File: config.mk
export PLATFORM = sky130hd
export DESIGN_NAME = ack_poll_seq
export DESIGN_NICKNAME = d
export VERILOG_FILES = /design/src/rtl/ack_poll_pkg.sv /design/src/rtl/ack_poll_counter.sv /design/src/rtl/ack_poll_fsm.sv /design/src/rtl/ack_poll_seq.sv
export SDC_FILE = /design/constraint.sdc
export NUM_CORES = 1
export LEC_CHECK = 0
export ABC_AREA = 1
export BUFFER_PORTS_ARGS = -buffer_cell sky130_fd_sc_hd__clkbuf_2
export CORE_MARGIN = 2
export CORE_UTILIZATION = 28
export DETAILED_ROUTE_END_ITERATION = 8
export HOLD_SLACK_MARGIN = 0.05
export PLACE_DENSITY = 0.56
export SYNTH_ARGS = -nofsm -noshare
export SYNTH_HDL_FRONTEND = slang
export SYNTH_SLANG_ARGS = --single-unit
File: constraint.sdc
create_clock -name clk_i -period 3.48 [get_ports clk_i]
set_clock_uncertainty 0.2 [all_clocks]
set_input_delay 0.174 -clock clk_i [delete_from_list [all_inputs] [get_ports clk_i]]
set_output_delay 0.174 -clock clk_i [all_outputs]
set_load 0.01 [all_outputs]
File: src/rtl/ack_poll_pkg.sv
package ack_poll_pkg;
  typedef enum logic [1:0] {
    CMD_START = 2'd0,
    CMD_WRITE = 2'd1,
    CMD_STOP  = 2'd2
  } bus_cmd_e;

  typedef enum logic [2:0] {
    ST_IDLE,
    ST_WR_STOP,
    ST_START,
    ST_SEND_CTRL,
    ST_CHECK_ACK,
    ST_STOP_RETRY,
    ST_DONE
  } poll_state_e;
endpackage

File: src/rtl/ack_poll_counter.sv
module ack_poll_counter #(
  parameter int CNT_W = 16
) (
  input  logic             clk_i,
  input  logic             rst_ni,
  input  logic             clr_i,
  input  logic             inc_i,
  input  logic [CNT_W-1:0] limit_i,
  output logic             last_o
);
  localparam logic [CNT_W-1:0] ONE = CNT_W'(1);

  logic [CNT_W-1:0] cnt_q;
  logic [CNT_W-1:0] lim_eff;

  assign lim_eff = (limit_i == '0) ? ONE : limit_i;
  // current probe is the last one allowed
  assign last_o  = ({1'b0, cnt_q} + (CNT_W+1)'(1)) >= {1'b0, lim_eff};

  always_ff @(posedge clk_i or negedge rst_ni) begin
    if (!rst_ni)     cnt_q <= '0;
    else if (clr_i)  cnt_q <= '0;
    else if (inc_i)  cnt_q <= cnt_q + ONE;
  end

  // the refusal count never passes the limit
  a_r7_cnt_in_range: assert property (@(posedge clk_i) disable iff (!rst_ni)
    inc_i |-> ({1'b0, cnt_q} + (CNT_W+1)'(1)) < {1'b0, lim_eff});
endmodule

File: src/rtl/ack_poll_fsm.sv
module ack_poll_fsm
  import ack_poll_pkg::*;
#(
  parameter int ADDR_W = 7,
  localparam int BYTE_W = ADDR_W + 1
) (
  input  logic              clk_i,
  input  logic              rst_ni,
  input  logic              req_i,
  input  logic [ADDR_W-1:0] addr_i,
  input  logic              cmd_done_i,
  input  logic              cmd_ack_i,
  input  logic              last_i,
  output logic              cnt_clr_o,
  output logic              cnt_inc_o,
  output logic              cmd_valid_o,
  output logic [1:0]        cmd_o,
  output logic [BYTE_W-1:0] cmd_byte_o,
  output logic              busy_o,
  output logic              done_o,
  output logic              timeout_o
);
  poll_state_e state_q, state_d;
  logic        ack_q;
  logic        timeout_q;
  bus_cmd_e    cmd;

  always_comb begin
    state_d = state_q;
    unique case (state_q)
      ST_IDLE:       if (req_i)      state_d = ST_WR_STOP;
      ST_WR_STOP:    if (cmd_done_i) state_d = ST_START;
      ST_START:      if (cmd_done_i) state_d = ST_SEND_CTRL;
      ST_SEND_CTRL:  if (cmd_done_i) state_d = ST_CHECK_ACK;
      ST_CHECK_ACK:                  state_d = ack_q ? ST_DONE : ST_STOP_RETRY;
      ST_STOP_RETRY: if (cmd_done_i) state_d = timeout_q ? ST_IDLE : ST_START;
      ST_DONE:                       state_d = ST_IDLE;
      default:                       state_d = ST_IDLE;
    endcase
  end

  always_ff @(posedge clk_i or negedge rst_ni) begin
    if (!rst_ni) begin
      state_q   <= ST_IDLE;
      ack_q     <= 1'b0;
      timeout_q <= 1'b0;
    end else begin
      state_q <= state_d;
      if (state_q == ST_SEND_CTRL && cmd_done_i) ack_q <= cmd_ack_i;
      if (cnt_clr_o) timeout_q <= 1'b0;
      else if (state_q == ST_CHECK_ACK && !ack_q && last_i) timeout_q <= 1'b1;
    end
  end

  always_comb begin
    cmd         = CMD_START;
    cmd_valid_o = 1'b1;
    unique case (state_q)
      ST_WR_STOP, ST_STOP_RETRY: cmd = CMD_STOP;
      ST_START:                  cmd = CMD_START;
      ST_SEND_CTRL:              cmd = CMD_WRITE;
      default:                   cmd_valid_o = 1'b0;
    endcase
  end

  assign cmd_o      = cmd;
  assign cmd_byte_o = (state_q == ST_SEND_CTRL) ? {addr_i, 1'b0} : '0;
  assign cnt_clr_o  = (state_q == ST_IDLE) && req_i;
  assign cnt_inc_o  = (state_q == ST_CHECK_ACK) && !ack_q && !last_i;
  assign busy_o     = (state_q != ST_IDLE);
  assign done_o     = (state_q == ST_DONE);
  assign timeout_o  = timeout_q;

  // command held until the engine completes it
  a_r4_cmd_held: assert property (@(posedge clk_i) disable iff (!rst_ni)
    cmd_valid_o && !cmd_done_i |=> cmd_valid_o && $stable(cmd_o) && $stable(cmd_byte_o));
  // single-cycle done, then idle
  a_r6_done_pulse: assert property (@(posedge clk_i) disable iff (!rst_ni)
    done_o |=> !done_o && !busy_o);
  // a poll opens with the stop that ends the write
  a_r2_first_stop: assert property (@(posedge clk_i) disable iff (!rst_ni)
    $rose(busy_o) |-> cmd_valid_o && cmd_o == CMD_STOP);
  // a timed-out poll never reports done
  a_r7_no_done_on_timeout: assert property (@(posedge clk_i) disable iff (!rst_ni)
    done_o |-> !timeout_o);
  // timeout is sticky while idle
  a_r8_timeout_sticky: assert property (@(posedge clk_i) disable iff (!rst_ni)
    timeout_o && !busy_o && !req_i |=> timeout_o);
  // requests while busy do not restart the sequence
  a_r9_no_restart: assert property (@(posedge clk_i) disable iff (!rst_ni)
    busy_o && !done_o && !(cmd_valid_o && cmd_o == CMD_STOP && cmd_done_i) |=> busy_o);
endmodule

File: src/rtl/ack_poll_seq.sv
module ack_poll_seq #(
  parameter int ADDR_W = 7,
  parameter int CNT_W  = 16,
  localparam int BYTE_W = ADDR_W + 1
) (
  input  logic              clk_i,
  input  logic              rst_ni,
  input  logic              poll_req_i,
  input  logic [ADDR_W-1:0] dev_addr_i,
  input  logic [CNT_W-1:0]  max_polls_i,
  output logic              cmd_valid_o,
  output logic [1:0]        cmd_o,
  output logic [BYTE_W-1:0] cmd_byte_o,
  input  logic              cmd_done_i,
  input  logic              cmd_ack_i,
  output logic              busy_o,
  output logic              done_o,
  output logic              timeout_o
);
  logic cnt_clr, cnt_inc, last;

  ack_poll_counter #(.CNT_W(CNT_W)) u_cnt (
    .clk_i   (clk_i),
    .rst_ni  (rst_ni),
    .clr_i   (cnt_clr),
    .inc_i   (cnt_inc),
    .limit_i (max_polls_i),
    .last_o  (last)
  );

  ack_poll_fsm #(.ADDR_W(ADDR_W)) u_fsm (
    .clk_i       (clk_i),
    .rst_ni      (rst_ni),
    .req_i       (poll_req_i),
    .addr_i      (dev_addr_i),
    .cmd_done_i  (cmd_done_i),
    .cmd_ack_i   (cmd_ack_i),
    .last_i      (last),
    .cnt_clr_o   (cnt_clr),
    .cnt_inc_o   (cnt_inc),
    .cmd_valid_o (cmd_valid_o),
    .cmd_o       (cmd_o),
    .cmd_byte_o  (cmd_byte_o),
    .busy_o      (busy_o),
    .done_o      (done_o),
    .timeout_o   (timeout_o)
  );

  // no command without an active poll
  a_r1_cmd_needs_busy: assert property (@(posedge clk_i) disable iff (!rst_ni)
    cmd_valid_o |-> busy_o);
endmodule

==> summary.txt, run 1 <==
Timing
  – Final setup TNS: 0 ns
  – Max Clk Rate: about 330 MHz
  – Final hold violation count: 0
  – Fin worst setup slack: just over 0.4 ns
  – Hold WS: 0.0767 ns
  – Tcrit/Tclk final: 88.2%
  – Minimum clock period: just over 3 ns
  – Final setup fails: 0
  – RSZ-0062 raised after global routing: no
  – Worst-Margin Slew: between 0.5 and 0.6 ns
  – Slew margin rel.: between 60% and 70%
  – Fin. max-slew vios: 0

Clock tree
  – Clock Pin Slew Worst Setup and Hold Paths: 0.09 ns
  – Bufs on Longest Clock Path: 2
  – CTS tree: done
  – Setup repair bufs after CTS: 0
  – PostCTS Resize Cnt: 0
  – Sinks on Clock Net: 21
  – Htree depth: 1
  – Clk_lat worst skew: approximately 0.27 ns
  – CTS buffer count: 3
  – Root Driver: clkbuf_8

Yosys
  – Mapped Area: a little over 0.002 mm^2
  – Post-synth top area share: around a quarter
  – Flops & latches, synth: 21
  – Mapped Cells: ~270
  – Yosys warns: 0
  – Mean post-synth cell area: approximately 7.5 um^2
  – Synth cell types: 33
  – Synth area leader: dfrtp_1
  – Sequential share of the synthesized area: roughly 26%
  – Largest cells by area after synthesis: dfrtp_1 26%, nand2_1 11%, ha_1 10%
  – Net Count, Synth: roughly 320

Detailed routing
  – DR vias: roughly 1800
  – Number of DRC markers in iteration 0: 53
  – Per-cell routed wire length: roughly 10 um
  – Wirelength, routed: between 4000 and 5000 um
  – Antenna-violating nets left: 0
  – DRT Pass-1 Iters: 4
  – DRC errors left: 0
  – Vias/cell: roughly 4.2

Setup path
  – CP required: around 3.5 ns
  – Crit. Startpoint: u_cnt.cnt_q[0]$_DFFE_PN0P_
  – Capture point of the worst path: u_cnt.cnt_q[11]$_DFFE_PN0P_
  – Worst R2R Path Depth: 16
  – RR Startpoint: u_cnt.cnt_q[0]$_DFFE_PN0P_
  – Kind of critical path: flip-flop to flip-flop
  – Arr. time, crit path: a little over 3 ns
  – Worst-path maximum fanout: 16
  – Setup crit start kind: flip-flop
  – Endpoint class of the critical path: flip-flop
  – FF-to-FF End: u_cnt.cnt_q[11]$_DFFE_PN0P_
  – FF-to-FF setup slack: ~0.41 ns

Layout
  – FILL cells: 784
  – Final #Nets: between 300 and 400
  – Fraction of layout cells with a size suffix above 1: a little over a quarter
  – Final core occ: between 30% and 40%
  – Area growth from synthesis to layout: 17.3%
  – Finished Cell Area: 0.00241 mm^2
  – Antenna fix cells: 0

Floorplanning
  – Core area: just over 0.007 mm^2
  – Num ports: 42
  – Die area: ~0.008 mm^2
  – Starting density of the core: ~29%
  – Die width: about 90 um
  – Die height: ~90 um
  – Core Rows: 31

Global routing
  – Initial antenna violation count: 0
  – Largest net degree at the start of global routing: 22
  – First-pass GRT wire length: between 7000 and 8000 um
  – Total GRT Usage: 11.4%
  – Number of global-route vias before repair: approximately 1700
  – Grt ovf: 0

Hold path
  – HP Class: primary input to flip-flop

Pwr
  – Peak VDD IR: ~0.17 mV
  – Pwr Density: 361 mW/mm^2
  – Leakage power total: about 0.0014 uW

Place
  – Hpwl dp: around 3500 um
  – GPL Wtd Cong: approximately 0.79
  – Placed Instance Area: roughly 0.0023 mm^2
  – IO buf count: 40
  – Post-place setup slack: 0.432 ns

Run status
  – Status: finished clean

Flow run
  – Max-Cap Viols: 0
## area by class of cell
type	instances	area [um^2]	share of cell area, %
clock buffer	3	41.3	1.71
clock inverter	1	7.51	0.311
inverter	49	184	7.62
multi-input combinational	199	1290	53.5
sequential	21	526	21.8
tap	99	124	5.13
timing repair buffer	44	240	9.96
## cells in the mapped netlist (all sizes together)
cell and count:
a21o 1, nand4 5, dfrtp 21, nand3 44, inv 49, nand3b 1, a21oi 7, buf 5
nor2 32, conb 1, nand2 64, o21ai 4, a41o 1, ha 17, nor4 4, xor2 8
nor3 2, xnor2 5, mux2 2, o22ai 1
## routing by layer
metal / routed length (um) / share of wire, % / track usage [%] / vias up
met3: 138 / 3.2 / 2.51 / 6
met5: 0 / 0 / 0 / -
met1: 2010 / 46 / 15.0 / 762
met4: 45 / 1.0 / 1.92 / 0
met2: 2140 / 49 / 19.5 / 25
li1: - / - / - / 957
## worst max-delay path: stages (launching register included)
cell and delay [ns]:
dfrtp_1 0.40, ha_1 0.20, nand2_1 0.09, nor2_4 0.14, nand2_4 0.09, nor2_1 0.12, xor2_1 0.27, ha_1 0.30
nand2_1 0.09, inv_1 0.04, nand2_1 0.06, nand2_1 0.06, a21oi_1 0.18, nand3_2 0.11, nor2_4 0.43, nand3_1 0.14
nand2_1 0.09
## repair_timing
action | CTS | global route
hold endpoints to repair | 22 | 0
hold buffers | 4 | 0
setup endpoints to repair | 0 | 0
## flip-flops by register name, indices dropped and copies added, names as in the netlist
name / flops
u_cnt.cnt_q: 16
u_fsm.state_q: 3
u_fsm.ack_q: 1
u_fsm.timeout_o: 1
## how the worst min path moves through the flow
stage,start,end,slack [ns],cells past startpoint
after floorplan,rst_ni,u_cnt.cnt_q[0]$_DFFE_PN0P_,-0.32,0
after detailed placement,rst_ni,u_cnt.cnt_q[12]$_DFFE_PN0P_,-0.009,1
after global placement,rst_ni,u_cnt.cnt_q[12]$_DFFE_PN0P_,-0.01,1
after global routing,poll_req_i,u_fsm.state_q[2]$_DFFE_PN0P_,0.12,4
after CTS,poll_req_i,u_fsm.state_q[2]$_DFFE_PN0P_,0.07,4
final,poll_req_i,u_fsm.state_q[2]$_DFFE_PN0P_,0.08,4
## metrics by stage
step	total power, uW	std cells
floorplan	598	274
global placement	700	408
detailed placement	707	408
CTS	886	416
global route	957	416
finish	872	416
## where the power goes
group	internal (uW)	total, uW	switching, uW
Combinational	149	381	232
Sequential	277	325	47.9
Clock	80.9	166	84.9
Total	507	872	365
## logic make-up after synthesis
| kind of cell | count (synthesis) | share of synthesized area (%) |
|---|---|---|
| buffers and inverters | 54 | 11.7 |
| adders and majority gates | 17 | 10.3 |
| muxes | 2 | 1.09 |
| DFF | 21 | 25.5 |
| xor gates and xnor gates | 13 | 5.90 |
| AOI/OAI and AO/OA | 14 | 4.01 |
| and+or+nand+nor | 152 | 41.2 |
| other | 1 | 0.182 |
## cell usage in the layout (no fill, tap or decap), types with 2 or more instances in the layout
cell type and n:
a21oi_1 7, clkbuf_2 40, clkbuf_8 3, dfrtp_1 21
dlygate4sd3_1 4, ha_1 17, inv_1 47, inv_2 2
mux2_2 2, nand2_1 59, nand2_2 3, nand2_4 2
nand3_1 28, nand3_2 16, nand4_1 3, nor2_1 24
nor2_2 2, nor2_4 5, nor3_2 2, nor4_1 4
o21ai_0 3, xnor2_1 4, xor2_1 8
Power figures use the tool's default switching activity.
==> run 2: changes to the inputs <==
PLACE_DENSITY = unset   (was 0.56)
==> summary.txt, run 2 (synthesized netlist as in run 1, its figures left out) <==
Run status
  – Status: finished clean

Layout
  – Final #Nets: around 360
  – Most common cell after layout, fill and taps aside: nand2_1
  – Fraction of layout cells with a size suffix above 1: about a quarter
  – Finished Cell Area: between 0.002 and 0.0025 mm^2
  – Biggest register: u_cnt.cnt_q
  – Antenna fix cells: 0
  – FILL cells: about 760
  – Area growth from synthesis to layout: 17.3%
  – Most frequent cells in the layout: 59 x nand2_1, 47 x inv_1, 40 x clkbuf_2
  – Largest register FFs: 16
  – Largest regs: u_cnt.cnt_q: 16 flops, u_fsm.state_q: 3 flops

Setup path
  – Kind of critical path: flip-flop to flip-flop
  – Worst-path maximum fanout: 16
  – Crit path largest cell delay: ~0.44 ns
  – CP top delay family: simple AND/OR/NAND/NOR gates
  – CP required: about 3.5 ns
  – Crit path max-delay cell type: nor2_4
  – Arr. time, crit path: ~3.1 ns
  – Endpoint class of the critical path: flip-flop
  – Most frequent CP cell: nand2_1
  – WP buf/inv: 1
  – Setup crit start kind: flip-flop
  – Critical-path cell list: ha_1, nand2_1, nor2_4, nand2_4, nor2_1, xor2_1, ha_1, nand2_1, inv_1, nand2_1, nand2_1, a21oi_1, nand3_2, nor2_4, nand3_1, nand2_1
  – FF-to-FF setup slack: ~0.36 ns

Clock tree
  – Bufs on Longest Clock Path: 2
  – Count of hold-fix buffers inserted at cts: 4
  – Clock Pin Slew Worst Setup and Hold Paths: 0.08 ns
  – Setup repair bufs after CTS: 0
  – Sinks on Clock Net: 21
  – CTS tree: done
  – PostCTS Resize Cnt: 0
  – Root Driver: clkbuf_8
  – CTS buffer count: 3
  – Htree depth: 1
  – Clk_lat worst skew: between 0.2 and 0.3 ns

Place
  – Placed Instance Area: ~0.0023 mm^2
  – Hpwl dp: ~3600 um
  – IO buf count: 40
  – GPL Wtd Cong: around 0.86

Timing
  – Worst-Margin Slew: ~0.56 ns
  – Fin. max-slew vios: 0
  – Minimum clock period: about 3.1 ns
  – Tcrit/Tclk final: about nine tenths
  – Slew margin rel.: 62.9%
  – Final hold violation count: 0
  – Final setup TNS: 0 ns
  – RSZ-0062 raised after global routing: no
  – Final setup fails: 0
  – Hold WS: just under 0.08 ns
  – Max Clk Rate: 320 MHz

Floorplanning
  – Starting density of the core: between 20 and 30%
  – Die area: between 0.008 and 0.009 mm^2
  – Core Rows: 31
  – Core area: between 0.007 and 0.008 mm^2
  – Die height: between 80 and 90 um
  – Die width: ~90 um
  – Num ports: 42

Global routing
  – Number of global-route vias before repair: between 1500 and 2000
  – Initial antenna violation count: 0
  – Total GRT Usage: between 10 and 15%
  – Grt ovf: 0
  – First-pass GRT wire length: 7850 um
  – Largest net degree at the start of global routing: 22

Pwr
  – Peak VDD IR: 0.145 mV
  – Pwr Density: about 360 mW/mm^2
  – Leakage power total: 0.00140 uW
  – Total power: approximately 870 uW

Detailed routing
  – DRT Pass-1 Iters: 4
  – Per-cell routed wire length: ~11 um
  – Vias/cell: roughly 4.4
  – Number of DRC markers in iteration 0: 59
  – Antenna-violating nets left: 0
  – DR vias: 1825
  – Wirelength, routed: 4440 um
  – DRC errors left: 0

Flow run
  – Max-Cap Viols: 0

Hold path
  – HP Class: primary input to flip-flop
[run 2: cell counts in the layout (fill, tap and decap cells not counted)]
No cell type changed its count.
[run 2: power by group]
group / switching [uW] / internal (uW) / total [uW]
Sequential: 48.7 / 277 / 325
Clock: 86.1 / 80.9 / 167
Combinational: 232 / 149 / 382
[run 2: worst min-delay path: stages]
cell,delay [ns]
clkbuf_2,0.11
o21ai_2,0.09
nor2_1,0.09
a21oi_1,0.04
[run 2: final cells by class]
type                       instances  area, um^2  share of cell area, %
timing repair buffer              44         240                   9.96
sequential                        21         526                   21.8
tap                               99         124                   5.13
inverter                          49         184                   7.62
clock buffer                       3        41.3                   1.71
multi-input combinational        199        1290                   53.5
clock inverter                     1        7.51                  0.311
[run 2: final timing paths]
check / start / end / cells after the start
setup / recovery: u_cnt.cnt_q[0]$_DFFE_PN0P_ / u_cnt.cnt_q[4]$_DFFE_PN0P_ / 16
hold / removal: poll_req_i / u_fsm.state_q[2]$_DFFE_PN0P_ / 4
setup reg to reg: u_cnt.cnt_q[0]$_DFFE_PN0P_ / u_cnt.cnt_q[4]$_DFFE_PN0P_ / 16
hold reg to reg: u_fsm.timeout_o$_DFFE_PN0P_ / u_fsm.timeout_o$_DFFE_PN0P_ / 2
max in group asynchronous: rst_ni / u_cnt.cnt_q[8]$_DFFE_PN0P_ / 2
min in group asynchronous: rst_ni / u_cnt.cnt_q[5]$_DFFE_PN0P_ / 2
[run 2: through the flow]
step	setup WS [ns]	util, %	std cells
after floorplan	0.796	-	274
after global placement	0.472	32.4	408
after detailed placement	0.392	32.4	408
after CTS	0.363	33.6	416
after global routing	0.0695	33.6	416
final	0.356	33.6	416
[run 2: per-layer routing]
metal,wire length [um],GRT usage [%]
met3,127,2.10
met2,2170,20.3
met4,51,1.92
met5,0,0
met1,2090,14.7
